## src/rtl/torus_route_sel.sv

```systemverilog
module torus_route_sel #(
  parameter int NX = 4,
  parameter int NY = 4,
  parameter int MY_X = 1,
  parameter int MY_Y = 2,
  localparam int CW = $clog2((NX > NY) ? NX : NY)
) (
  input  logic          clk,
  input  logic          rst_n,
  input  logic          in_valid,
  output logic          in_ready,
  input  logic [CW-1:0] in_dst_x,
  input  logic [CW-1:0] in_dst_y,
  input  logic          in_dim,
  input  logic          in_esc,
  input  logic [CW-1:0] in_entry,
  input  logic [3:0]    port_blocked,
  output logic          out_valid,
  input  logic          out_ready,
  output logic [2:0]    out_port,
  output logic [1:0]    out_vc,
  output logic          out_dim,
  output logic [CW-1:0] out_entry
);

  localparam logic [2:0] P_XP = 3'd0, P_XN = 3'd1, P_YP = 3'd2, P_YN = 3'd3, P_LOC = 3'd4;
  localparam logic [1:0] VC_AD = 2'd0, VC_E0 = 2'd1, VC_E1 = 2'd2, VC_NONE = 2'd3;

  localparam logic [CW:0]   NXV = (CW+1)'(NX);
  localparam logic [CW:0]   NYV = (CW+1)'(NY);
  localparam logic [CW:0]   MXV = (CW+1)'(MY_X);
  localparam logic [CW:0]   MYV = (CW+1)'(MY_Y);
  localparam logic [CW:0]   HXV = (CW+1)'(NX / 2);
  localparam logic [CW:0]   HYV = (CW+1)'(NY / 2);
  localparam logic [CW-1:0] MXI = CW'(MY_X);
  localparam logic [CW-1:0] MYI = CW'(MY_Y);

  logic [CW:0]   dxe, dye, x_dist, y_dist;
  logic          x_need, y_need, x_blk, y_blk, pick_x, sel_blk, at_home, go_esc, esc_dim;
  logic [2:0]    x_port, y_port, sel_port, esc_port, nxt_port;
  logic [1:0]    esc_vc, nxt_vc;
  logic [CW-1:0] dst_idx, home_idx, esc_src, nxt_entry;
  logic          nxt_dim;

  assign dxe    = {1'b0, in_dst_x};
  assign dye    = {1'b0, in_dst_y};
  assign x_dist = (dxe >= MXV) ? dxe - MXV : dxe + NXV - MXV;
  assign y_dist = (dye >= MYV) ? dye - MYV : dye + NYV - MYV;
  assign x_need = |x_dist;
  assign y_need = |y_dist;
  assign x_port = (x_dist <= HXV) ? P_XP : P_XN;
  assign y_port = (y_dist <= HYV) ? P_YP : P_YN;
  assign x_blk  = port_blocked[x_port[1:0]];
  assign y_blk  = port_blocked[y_port[1:0]];

  assign pick_x   = x_need && (!y_need || ((x_blk != y_blk) ? !x_blk : !in_dim));
  assign sel_port = pick_x ? x_port : y_port;
  assign sel_blk  = pick_x ? x_blk : y_blk;
  assign at_home  = !x_need && !y_need;
  assign go_esc   = !at_home && sel_blk;

  assign esc_dim  = !x_need;
  assign esc_port = x_need ? x_port : y_port;
  assign home_idx = esc_dim ? MYI : MXI;
  assign dst_idx  = esc_dim ? in_dst_y : in_dst_x;
  assign esc_src  = (in_esc && (in_dim == esc_dim)) ? in_entry : home_idx;
  assign esc_vc   = (esc_src < dst_idx) ? VC_E0 : VC_E1;

  always_comb begin
    if (at_home) begin
      nxt_port = P_LOC;   nxt_vc = VC_NONE; nxt_dim = 1'b0;    nxt_entry = '0;
    end else if (go_esc) begin
      nxt_port = esc_port; nxt_vc = esc_vc;  nxt_dim = esc_dim; nxt_entry = esc_src;
    end else begin
      nxt_port = sel_port; nxt_vc = VC_AD;   nxt_dim = !pick_x;
      nxt_entry = pick_x ? MXI : MYI;
    end
  end

  assign in_ready = !out_valid || out_ready;

  always_ff @(posedge clk) begin
    if (!rst_n) begin
      out_valid <= 1'b0;
      out_port  <= P_LOC;
      out_vc    <= VC_NONE;
      out_dim   <= 1'b0;
      out_entry <= '0;
    end else if (in_ready) begin
      out_valid <= in_valid;
      if (in_valid) begin
        out_port  <= nxt_port;
        out_vc    <= nxt_vc;
        out_dim   <= nxt_dim;
        out_entry <= nxt_entry;
      end
    end
  end

  p_local_novc_r1: assert property (@(posedge clk) disable iff (!rst_n)
    out_valid && (out_port == P_LOC) |-> (out_vc == VC_NONE));

  p_no_x_when_aligned_r3: assert property (@(posedge clk) disable iff (!rst_n)
    in_valid && in_ready && (in_dst_x == MXI) |=> (out_port != P_XP) && (out_port != P_XN));

  p_escape_x_first_r6: assert property (@(posedge clk) disable iff (!rst_n)
    in_valid && in_ready && (in_dst_x != MXI) |=>
      (out_vc == VC_AD) || (out_port == P_XP) || (out_port == P_XN));

  p_dim_matches_port_r9: assert property (@(posedge clk) disable iff (!rst_n)
    out_valid && (out_port != P_LOC) |-> (out_dim == ((out_port == P_YP) || (out_port == P_YN))));

  p_accept_r10: assert property (@(posedge clk) disable iff (!rst_n)
    in_valid && in_ready |=> out_valid);

  p_hold_r10: assert property (@(posedge clk) disable iff (!rst_n)
    out_valid && !out_ready |=> out_valid && $stable(out_port) && $stable(out_vc)
      && $stable(out_dim) && $stable(out_entry));

endmodule

```

## config.mk

```make
export PLATFORM = sky130hd
export DESIGN_NAME = torus_route_sel
export DESIGN_NICKNAME = d
export VERILOG_FILES = /design/src/rtl/torus_route_sel.sv
export SDC_FILE = /design/constraint.sdc
export NUM_CORES = 1
export LEC_CHECK = 0
export ABC_AREA = 1
export BUFFER_PORTS_ARGS = -buffer_cell sky130_fd_sc_hd__buf_4
export CAP_MARGIN = 10
export CORE_MARGIN = 2
export CORE_UTILIZATION = 46
export DETAILED_ROUTE_END_ITERATION = 12
export GPL_ROUTABILITY_DRIVEN = 0
export HOLD_SLACK_MARGIN = 0.15
export MAX_ROUTING_LAYER = met4
export PLACE_DENSITY = 0.73
export SLEW_MARGIN = 40
export SYNTH_ARGS = -nofsm -noshare
export SYNTH_HDL_FRONTEND = slang
export SYNTH_SLANG_ARGS = --single-unit
```

## constraint.sdc

```tcl
create_clock -name clk -period 1.65 [get_ports clk]
set_input_delay 0.2475 -clock clk [delete_from_list [all_inputs] [get_ports clk]]
set_output_delay 0.2475 -clock clk [all_outputs]
set_load 0.01 [all_outputs]
```

==> impl_metrics.ini, run 1 <==
[clock_network]
cts_tree = yes
cts_buffer_depth = 2
cts_hold_buf = 0
post_cts_resized = 0
root_buffer = clkbuf_4
cts_setup_buffers = 0
h-tree-depth = 1
clk_transition_reported_paths_ns = 0.06
cts_made_buffers = 3
cts_sinks = 8
clock_latency_ns = 0.25

[detailed_routing]
via_count = 676
avgViaCountPerCell = 4.73
routed_wl_um = 1400
antenna_left = 0
top_layer = met3
drt_iter0_drc = 8
wl_met3_um = 79
drt-met1-wl_um = 665
wl_met2_um = 658
wl_per_cell_um = 9.81
drc = 0
drt_pass1_iterations = 4

[placement]
port_buffers = 25
placed_area_um2 = 858
dp_hpwl_um = 1160
dpl.cell_count = 140
dp_slack_ns = -0.0196

[logic_synthesis]
synth_top_cells_by_area = dfxtp_1 25%, nand2_1 17%, inv_1 8.8%
synth-simple-area-share = 0.440
synth.mux.area_fraction = 0
synth_top_area_frac = 0.251
yosys_warnings = 0
synth_top_family_by_area = simple AND/OR/NAND/NOR gates
synthesis.area_um2 = 637
avgSynthCellArea_um2 = 6.50
ys_seq_area_frac = 0.251
synthAdderAreaFrac = 0.0196
synth_nets = 115
synth_compound_area_frac = 0.165
synth_cell_types = 19
synth_xor_area_frac = 0
synth_top_area_cell = dfxtp_1
syn_inst = 98
synth-seq-cells = 8

[min_path]
hold_start = rst_n
hold_class = in -> reg

[global_route]
grt_pass1_wl_um = 2310
grt_pass1_vias = 580
grt_usage = 0.208
grt_max_degree = 10
grt-ovfl-total = 0
grt_antenna_before_repair = 0

[sta]
timing.fmax_mhz = 717
setup_slack_ns = 0.255
drv_slew = 0
finalCritPeriodShare = 0.846
final.setup.tns_ns = 0
setup_viol = 0
rsz0062_at_grt = no
timing_hold_violations_final = 0
relSlewSlack = 0.814
fin_skew_ns = 0.00514
tightest_slew_ns = 0.275
period_minus_slack_ns = 1.40

[layout]
antenna_cells = 0
drive_above_1_share = 0.414
fin_cells = 143
design_area_um2 = 881
layout_common_cells = 29 x nand2_1, 28 x buf_4, 15 x inv_1
nNetsFinal = 147
layout_commonest_cell = nand2_1
syn_to_final_growth_pct = 38.3

[die]
fp.dieW_um = 41.2
die_y_um = 41.2
coreArea_um2 = 1300
rows = 13
start_util = 0.489
dieArea_um2 = 1700
ioPinCount = 26

[pwr]
power_mw = 0.596
leakage_nw = 0.497
vdd_ir_drop_max_mv = 0.368
power.density_nw_per_um2 = 677

[critical_path]
worstReg2RegStart = out_valid
start_kind = input pin
crit_arrival_ns = 1.60
crit_start = in_dst_x[1]
endpoint_kind = flop
cp_max_fo = 3
critPathRequiredTime_ns = 1.85
critPathKind = in -> reg

[status]
outcome = finished clean

[job]
maxCapViolations = 0
## cell usage after synthesis
| cell | number |
|---|---|
| inv_2 | 4 |
| nor2_1 | 3 |
| nand3_2 | 4 |
| nor2_2 | 1 |
| inv_1 | 15 |
| a21oi_1 | 8 |
| nand3_1 | 4 |
| buf_4 | 1 |
| o21ai_0 | 5 |
| nand2_2 | 4 |
| nand2_4 | 4 |
| ha_1 | 1 |
| nand3_4 | 1 |
| nand4_1 | 1 |
| o21ai_1 | 1 |
| o21ai_2 | 2 |
| dfxtp_1 | 8 |
| nand2_1 | 29 |
| a21oi_2 | 2 |
## stage by stage
stage / utilization / hold slack, ns
after global routing: 0.677 / 0.198
final: 0.677 / 0.190
after detailed placement: 0.660 / 0.454
after global placement: 0.660 / 0.454
after CTS: 0.677 / 0.191
after floorplan: - / 0.324
## registers in the layout, summed over array words and instances (netlist names)
name       flops
out_valid      1
out_port       3
out_entry      2
out_vc         2
## worst max-delay path, stage by stage
cell	delay, ns
buf_4	0.12
inv_2	0.07
nand2_4	0.05
nand2_1	0.07
nand3_2	0.10
o21ai_0	0.26
ha_1	0.29
a21oi_2	0.16
nand3_1	0.08
nand2_1	0.06
nand2_1	0.05
nand2_1	0.05
## area by class of cell
class / instances / area (um2)
Timing Repair Buffer: 28 / 210
Fill cell: 126 / 420
Clock buffer: 3 / 22.5
Inverter: 19 / 71.3
Sequential cell: 8 / 160
Tap cell: 15 / 18.8
Multi-Input combinational cell: 70 / 398
## power by group
part	switching (mW)	total, mW	internal, mW
clock	0.0653	0.148	0.0832
sequential	0.00870	0.220	0.211
combinational	0.123	0.228	0.105
total	0.197	0.596	0.399
## routing by layer
| metal | track usage | vias up |
|---|---|---|
| met5 | - | - |
| met4 | 0 | 0 |
| met3 | 0.0815 | 0 |
| met2 | 0.332 | 21 |
| met1 | 0.264 | 285 |
| li1 | - | 370 |
## kinds of logic after synthesis
logic type / count (synthesis)
AO/OA/AOI/OAI: 18
adder cells (fa/ha/maj): 1
buffers and inverters: 20
flip-flops: 8
AND/OR/NAND/NOR: 51
## final timing paths
check                 endpoint  slack (ns)  cells after the start
hold reg to reg   out_entry[1]        0.46                      2
setup reg to reg  out_entry[1]        0.47                      7
setup / recovery     out_vc[0]        0.25                     12
hold / removal     out_port[2]        0.19                      2
Note: power is estimated with default switching activity, not from simulation.
==> run 2, diff against run 1 <==
- CORE_UTILIZATION: 46 -> 41
- PLACE_DENSITY: 0.73 -> 0.68
- clock period: 1.65 -> 1.17 ns (I/O delays scaled with it)
==> run 2 against run 1 <==
  * The flow now finishes with violations (setup timing)
  * Count of clock-buffer cells in the layout stayed put
  * Flip-flop and latch count did not move
  * Setup slack lost 0.26 ns
  * Clock power grew 43%
  * Non-clock buffer count up 16
  * Die area grew 11%
  * Final area rose by 24%
  * Global-route usage fell by 0.89 points
  * Total power increased by 56%
  * Final cell count rose by 12%
  * Combinational power up 80%
  * Wire length increased by 15%
  * Critical endpoint is now out_vc[1]
  * Largest power group unchanged
==> impl_metrics.ini, run 2 (synthesis gave the netlist of run 1 again) <==
[layout]
layout_commonest_cell = buf_4
top_regs = out_port (3), out_entry (2), out_vc (2)
layout_common_cells = 40 x buf_4, 26 x nand2_1, 15 x inv_1
syn_to_final_growth_pct = 71.3
nNetsFinal = 163
antenna_cells = 0
drive_above_1_share = 0.514
largest-register = out_port
largest_register_ffs = 3
design_area_um2 = 1090

[global_route]
grt_pass1_vias = 701
grt_usage = 0.199
grt_antenna_before_repair = 0
grt_max_degree = 9
grt_pass1_wl_um = 2710
grt-ovfl-total = 0

[min_path]
hold_start = out_ready
hold_class = in -> reg

[placement]
dp_hpwl_um = 1340
port_buffers = 25
placed_area_um2 = 997

[critical_path]
worst-path-buf-inv = 3
crit_start = in_dst_x[1]
cp_top_family = simple AND/OR/NAND/NOR gates
critPathSlowestCell = ha_1
path_cells = buf_12 > inv_12 > nand2_8 > inv_4 > nand2_4 > nand3_4 > nand2_4 > o21ai_2 > ha_1 > a21oi_2 > o21ai_1 > nand2_1 > nand2_1
critPathRequiredTime_ns = 1.32
crit_arrival_ns = 1.33
start_kind = input pin
max_stage_delay_ns = 0.28
worstReg2RegStart = out_valid
critPathKind = in -> reg
cp_max_fo = 3
endpoint_kind = flop

[pwr]
power_mw = 0.932
vdd_ir_drop_max_mv = 0.395
leakage_nw = 0.597
power.density_nw_per_um2 = 854

[die]
coreArea_um2 = 1490
dieArea_um2 = 1880
start_util = 0.428
ioPinCount = 26
die_y_um = 43.4
fp.dieW_um = 43.4
rows = 14

[detailed_routing]
drt_pass1_iterations = 4
via_count = 769
drc = 0
routed_wl_um = 1610
antenna_left = 0
avgViaCountPerCell = 4.81
drt_iter0_drc = 9
wl_per_cell_um = 10.1

[clock_network]
root_buffer = clkbuf_4
cts_sinks = 8
clk_transition_reported_paths_ns = 0.05
cts_tree = yes
clock_latency_ns = 0.25
cts_buffer_depth = 2
cts_made_buffers = 3
h-tree-depth = 1

[sta]
fin_skew_ns = 0.000198
drv_slew = 0
relSlewSlack = 0.849
timing.fmax_mhz = 851
period_minus_slack_ns = 1.17
setup_viol = 2
finalCritPeriodShare = 1.00
tightest_slew_ns = 0.226
timing_hold_violations_final = 0
setup_slack_ns = -0.00481
rsz0062_at_grt = yes

[status]
violations = setup timing
outcome = complete, but fails checks

[job]
maxCapViolations = 0
run 2: final cells by class:
type	instances	area (um2)
Sequential cell	8	160
Clock buffer	3	22.5
Tap cell	16	20.0
Inverter	19	86.3
Timing Repair Buffer	44	353
Fill cell	133	398
Multi-Input combinational cell	70	449
run 2: metal layers:
layer  part of all wire  vias up  GRT usage
met2               0.56       21      0.367
met1               0.38      342      0.200
met4              0.025        0      0.127
met5                  0        -          -
met3              0.039        4     0.0125
li1                   -      402          -
run 2: metrics by stage:
stage / setup WS (ns) / instances / TNS (ns) / utilization / hold WS (ns)
5_1_grt: -0.119 / 160 / -0.484 / 0.733 / 0.283
3_5_place_dp: -0.372 / 155 / -1.95 / 0.670 / 0.379
2_1_floorplan: -0.135 / 98 / -0.258 / - / 0.252
3_3_place_gp: -0.336 / 155 / -1.75 / 0.670 / 0.372
6_report: -0.00481 / 160 / -0.00689 / 0.733 / 0.249
4_1_cts: -0.0158 / 161 / -0.0252 / 0.719 / 0.249
run 2: what timing repair did:
item                       4_1_cts  5_1_grt
gates resized for setup          7        6
buffers inserted                 2        1
setup endpoints to repair        5        6
hold endpoints to repair         1        0
pin swaps                        8        9
hold buffers                     1        0
run 2: worst register-to-register path, stage by stage, from the launching register on:
cell and delay (ns):
dfxtp_1 0.30, nand2_1 0.11, nand2_2 0.08, nor2_2 0.17
nand2_1 0.07, inv_1 0.07, o21ai_0 0.09, a21oi_1 0.12
run 2: path summary, 6_finish.rpt:
path	endpoint	slack, ns	cells past startpoint
worst max-delay path	out_vc[1]	-0.005	13
worst max register to register	out_entry[1]	0.09	7
worst min-delay path	out_valid	0.25	4
worst min register to register	out_entry[1]	0.46	2
run 2: where the power goes:
| part | total, mW | switching, mW | internal [mW] |
|---|---|---|---|
| sequential | 0.310 | 0.0122 | 0.298 |
| clock | 0.211 | 0.0940 | 0.117 |
| combinational | 0.411 | 0.205 | 0.206 |
| total | 0.932 | 0.311 | 0.622 |
==> run 3, diff against run 2 <==
- CORE_UTILIZATION: 41 -> 46
- PLACE_DENSITY: 0.68 -> 0.73
- clock period: 1.17 -> 1.1 ns (I/O delays scaled with it)
==> run 3 against run 2 <==
  * The flow still finishes with violations (setup timing)
  * Non-clock buffer count did not move
  * Final cell count decreased by 0.63%
  * Critical path depth is 1 higher
  * Combinational power grew 13%
  * Die area down 9.9%
  * Final area up 2.6%
  * Total power rose by 10%
==> impl_metrics.ini, run 3 (synthesis gave the netlist of run 1 again) <==
[sta]
fin_hold_ws_ns = 0.204
relSlewSlack = 0.824
finalCritPeriodShare = 1.10
timing.fmax_mhz = 825
tightest_slew_ns = 0.264
fin_skew_ns = 0.00477
setup_viol = 2
period_minus_slack_ns = 1.21
rsz0062_at_grt = yes
timing_hold_violations_final = 0
setup_slack_ns = -0.113
drv_slew = 0

[global_route]
grt_usage = 0.259
grt-ovfl-total = 0
grt_antenna_before_repair = 0
grt_max_degree = 9
grt_pass1_wl_um = 2730
grt_pass1_vias = 650

[layout]
layout_commonest_cell = buf_4
nNetsFinal = 163
antenna_cells = 0
drive_above_1_share = 0.583
finish.utilization = 0.861
layout_common_cells = 41 x buf_4, 19 x nand2_1, 14 x inv_1
largest-register = out_port
top_regs = out_port (3), out_entry (2), out_vc (2)
largest_register_ffs = 3
syn_to_final_growth_pct = 75.8

[critical_path]
critPathKind = in -> reg
max_stage_delay_ns = 0.28
start_kind = input pin
rr_worst_depth = 7
path_cells = buf_12 > inv_12 > nand2_8 > inv_4 > nand2_2 > nand3_4 > nand2_2 > o21ai_2 > ha_1 > a21oi_2 > nand3_1 > nand2_1 > nand2_1 > nand2_1
r2r_end = out_port[1]
critPathRequiredTime_ns = 1.30
worst_path_most_repeated_cell = nand2_1
critPathSlowestCell = ha_1
cp_top_family = simple AND/OR/NAND/NOR gates
worstReg2RegStart = out_valid
endpoint_kind = flop
crit_arrival_ns = 1.41
worst-path-buf-inv = 3
cp_max_fo = 3
regToRegSetupSlack_ns = 0.01

[status]
outcome = complete, but fails checks
violations = setup timing

[min_path]
hold_end = out_valid
hold_start = out_ready
whs_path_depth = 4
hold_class = in -> reg

[die]
start_util = 0.489
die_y_um = 41.2
coreArea_um2 = 1300
ioPinCount = 26
dieArea_um2 = 1700
fp.dieW_um = 41.2
rows = 13

[detailed_routing]
drc = 0
antenna_left = 0
via_count = 789
drt_pass1_iterations = 4
wl_per_cell_um = 12.9
avgViaCountPerCell = 4.96
drt_iter0_drc = 8
routed_wl_um = 2060

[clock_network]
clock_latency_ns = 0.26
clk_transition_reported_paths_ns = 0.06
cts_made_buffers = 3
root_buffer = clkbuf_4
cts_buffer_depth = 2
cts_sinks = 8
h-tree-depth = 1
cts_tree = yes

[placement]
dp_hpwl_um = 1340
port_buffers = 25

[pwr]
vdd_ir_drop_max_mv = 0.707
power.density_nw_per_um2 = 916
power_mw = 1.03
leakage_nw = 0.596

[job]
maxCapViolations = 0
[run 3: cell counts in the layout (fill, tap and decap cells not counted)]
Identical to the previous run, type by type.
[run 3: layer usage]
metal | GRT usage | share of wire
met1 | 0.312 | 0.42
met2 | 0.426 | 0.53
met3 | 0.0815 | 0.042
met4 | 0.0484 | 0.012
met5 | - | 0
[run 3: how the worst max path moves through the flow]
stage / startpoint / to / cells past startpoint / slack [ns]
finish: in_dst_x[1] / out_vc[0] / 14 / -0.11
global route: in_dst_x[1] / out_vc[0] / 14 / -0.23
CTS: in_dst_x[1] / out_vc[1] / 12 / -0.06
detailed placement: in_dst_x[1] / out_vc[1] / 13 / -0.38
global placement: in_dst_x[1] / out_vc[1] / 12 / -0.34
floorplan: in_dst_x[1] / out_vc[1] / 12 / -0.19
[run 3: what timing repair did]
action / 4_1_cts / 5_1_grt
endpoints found under the hold margin: 1 / 0
pin swaps: 5 / 6
buffers inserted: 0 / 1
hold buffers: 1 / 0
setup endpoints to repair: 5 / 7
resized for setup: 5 / 18
[run 3: final cells by class]
class	instances	area (um2)
multi-input cells	70	473
repair buffers	44	358
fillers	91	181
flip-flops and latches	8	161
inverters	19	86.3
clock buffers	3	22.5
well taps	15	18.8
[run 3: per-stage QoR]
step                      std cells  setup TNS, ns  setup WS, ns  instance area (um2)
after detailed placement        154          -1.99        -0.382                  998
final                           159         -0.199        -0.113                 1120
after global routing            159         -0.559        -0.227                 1120
after CTS                       158         -0.149       -0.0566                 1050
after global placement          154          -1.93        -0.344                  998
after floorplan                  98         -0.387        -0.195                  672
[run 3: where the power goes]
part	switching (mW)	leakage (nW)	total [mW]	internal (mW)
registers	0.0141	0.0666	0.331	0.317
clock network	0.106	0.0138	0.231	0.125
logic	0.237	0.515	0.463	0.226
[run 3: worst register-to-register path: cells and delay by family (launching register included)]
family / cells / cell delay [ns]
flops: 1 / 0.32
simple gates: 4 / 0.41
buf+inv: 1 / 0.06
compound gates: 2 / 0.22
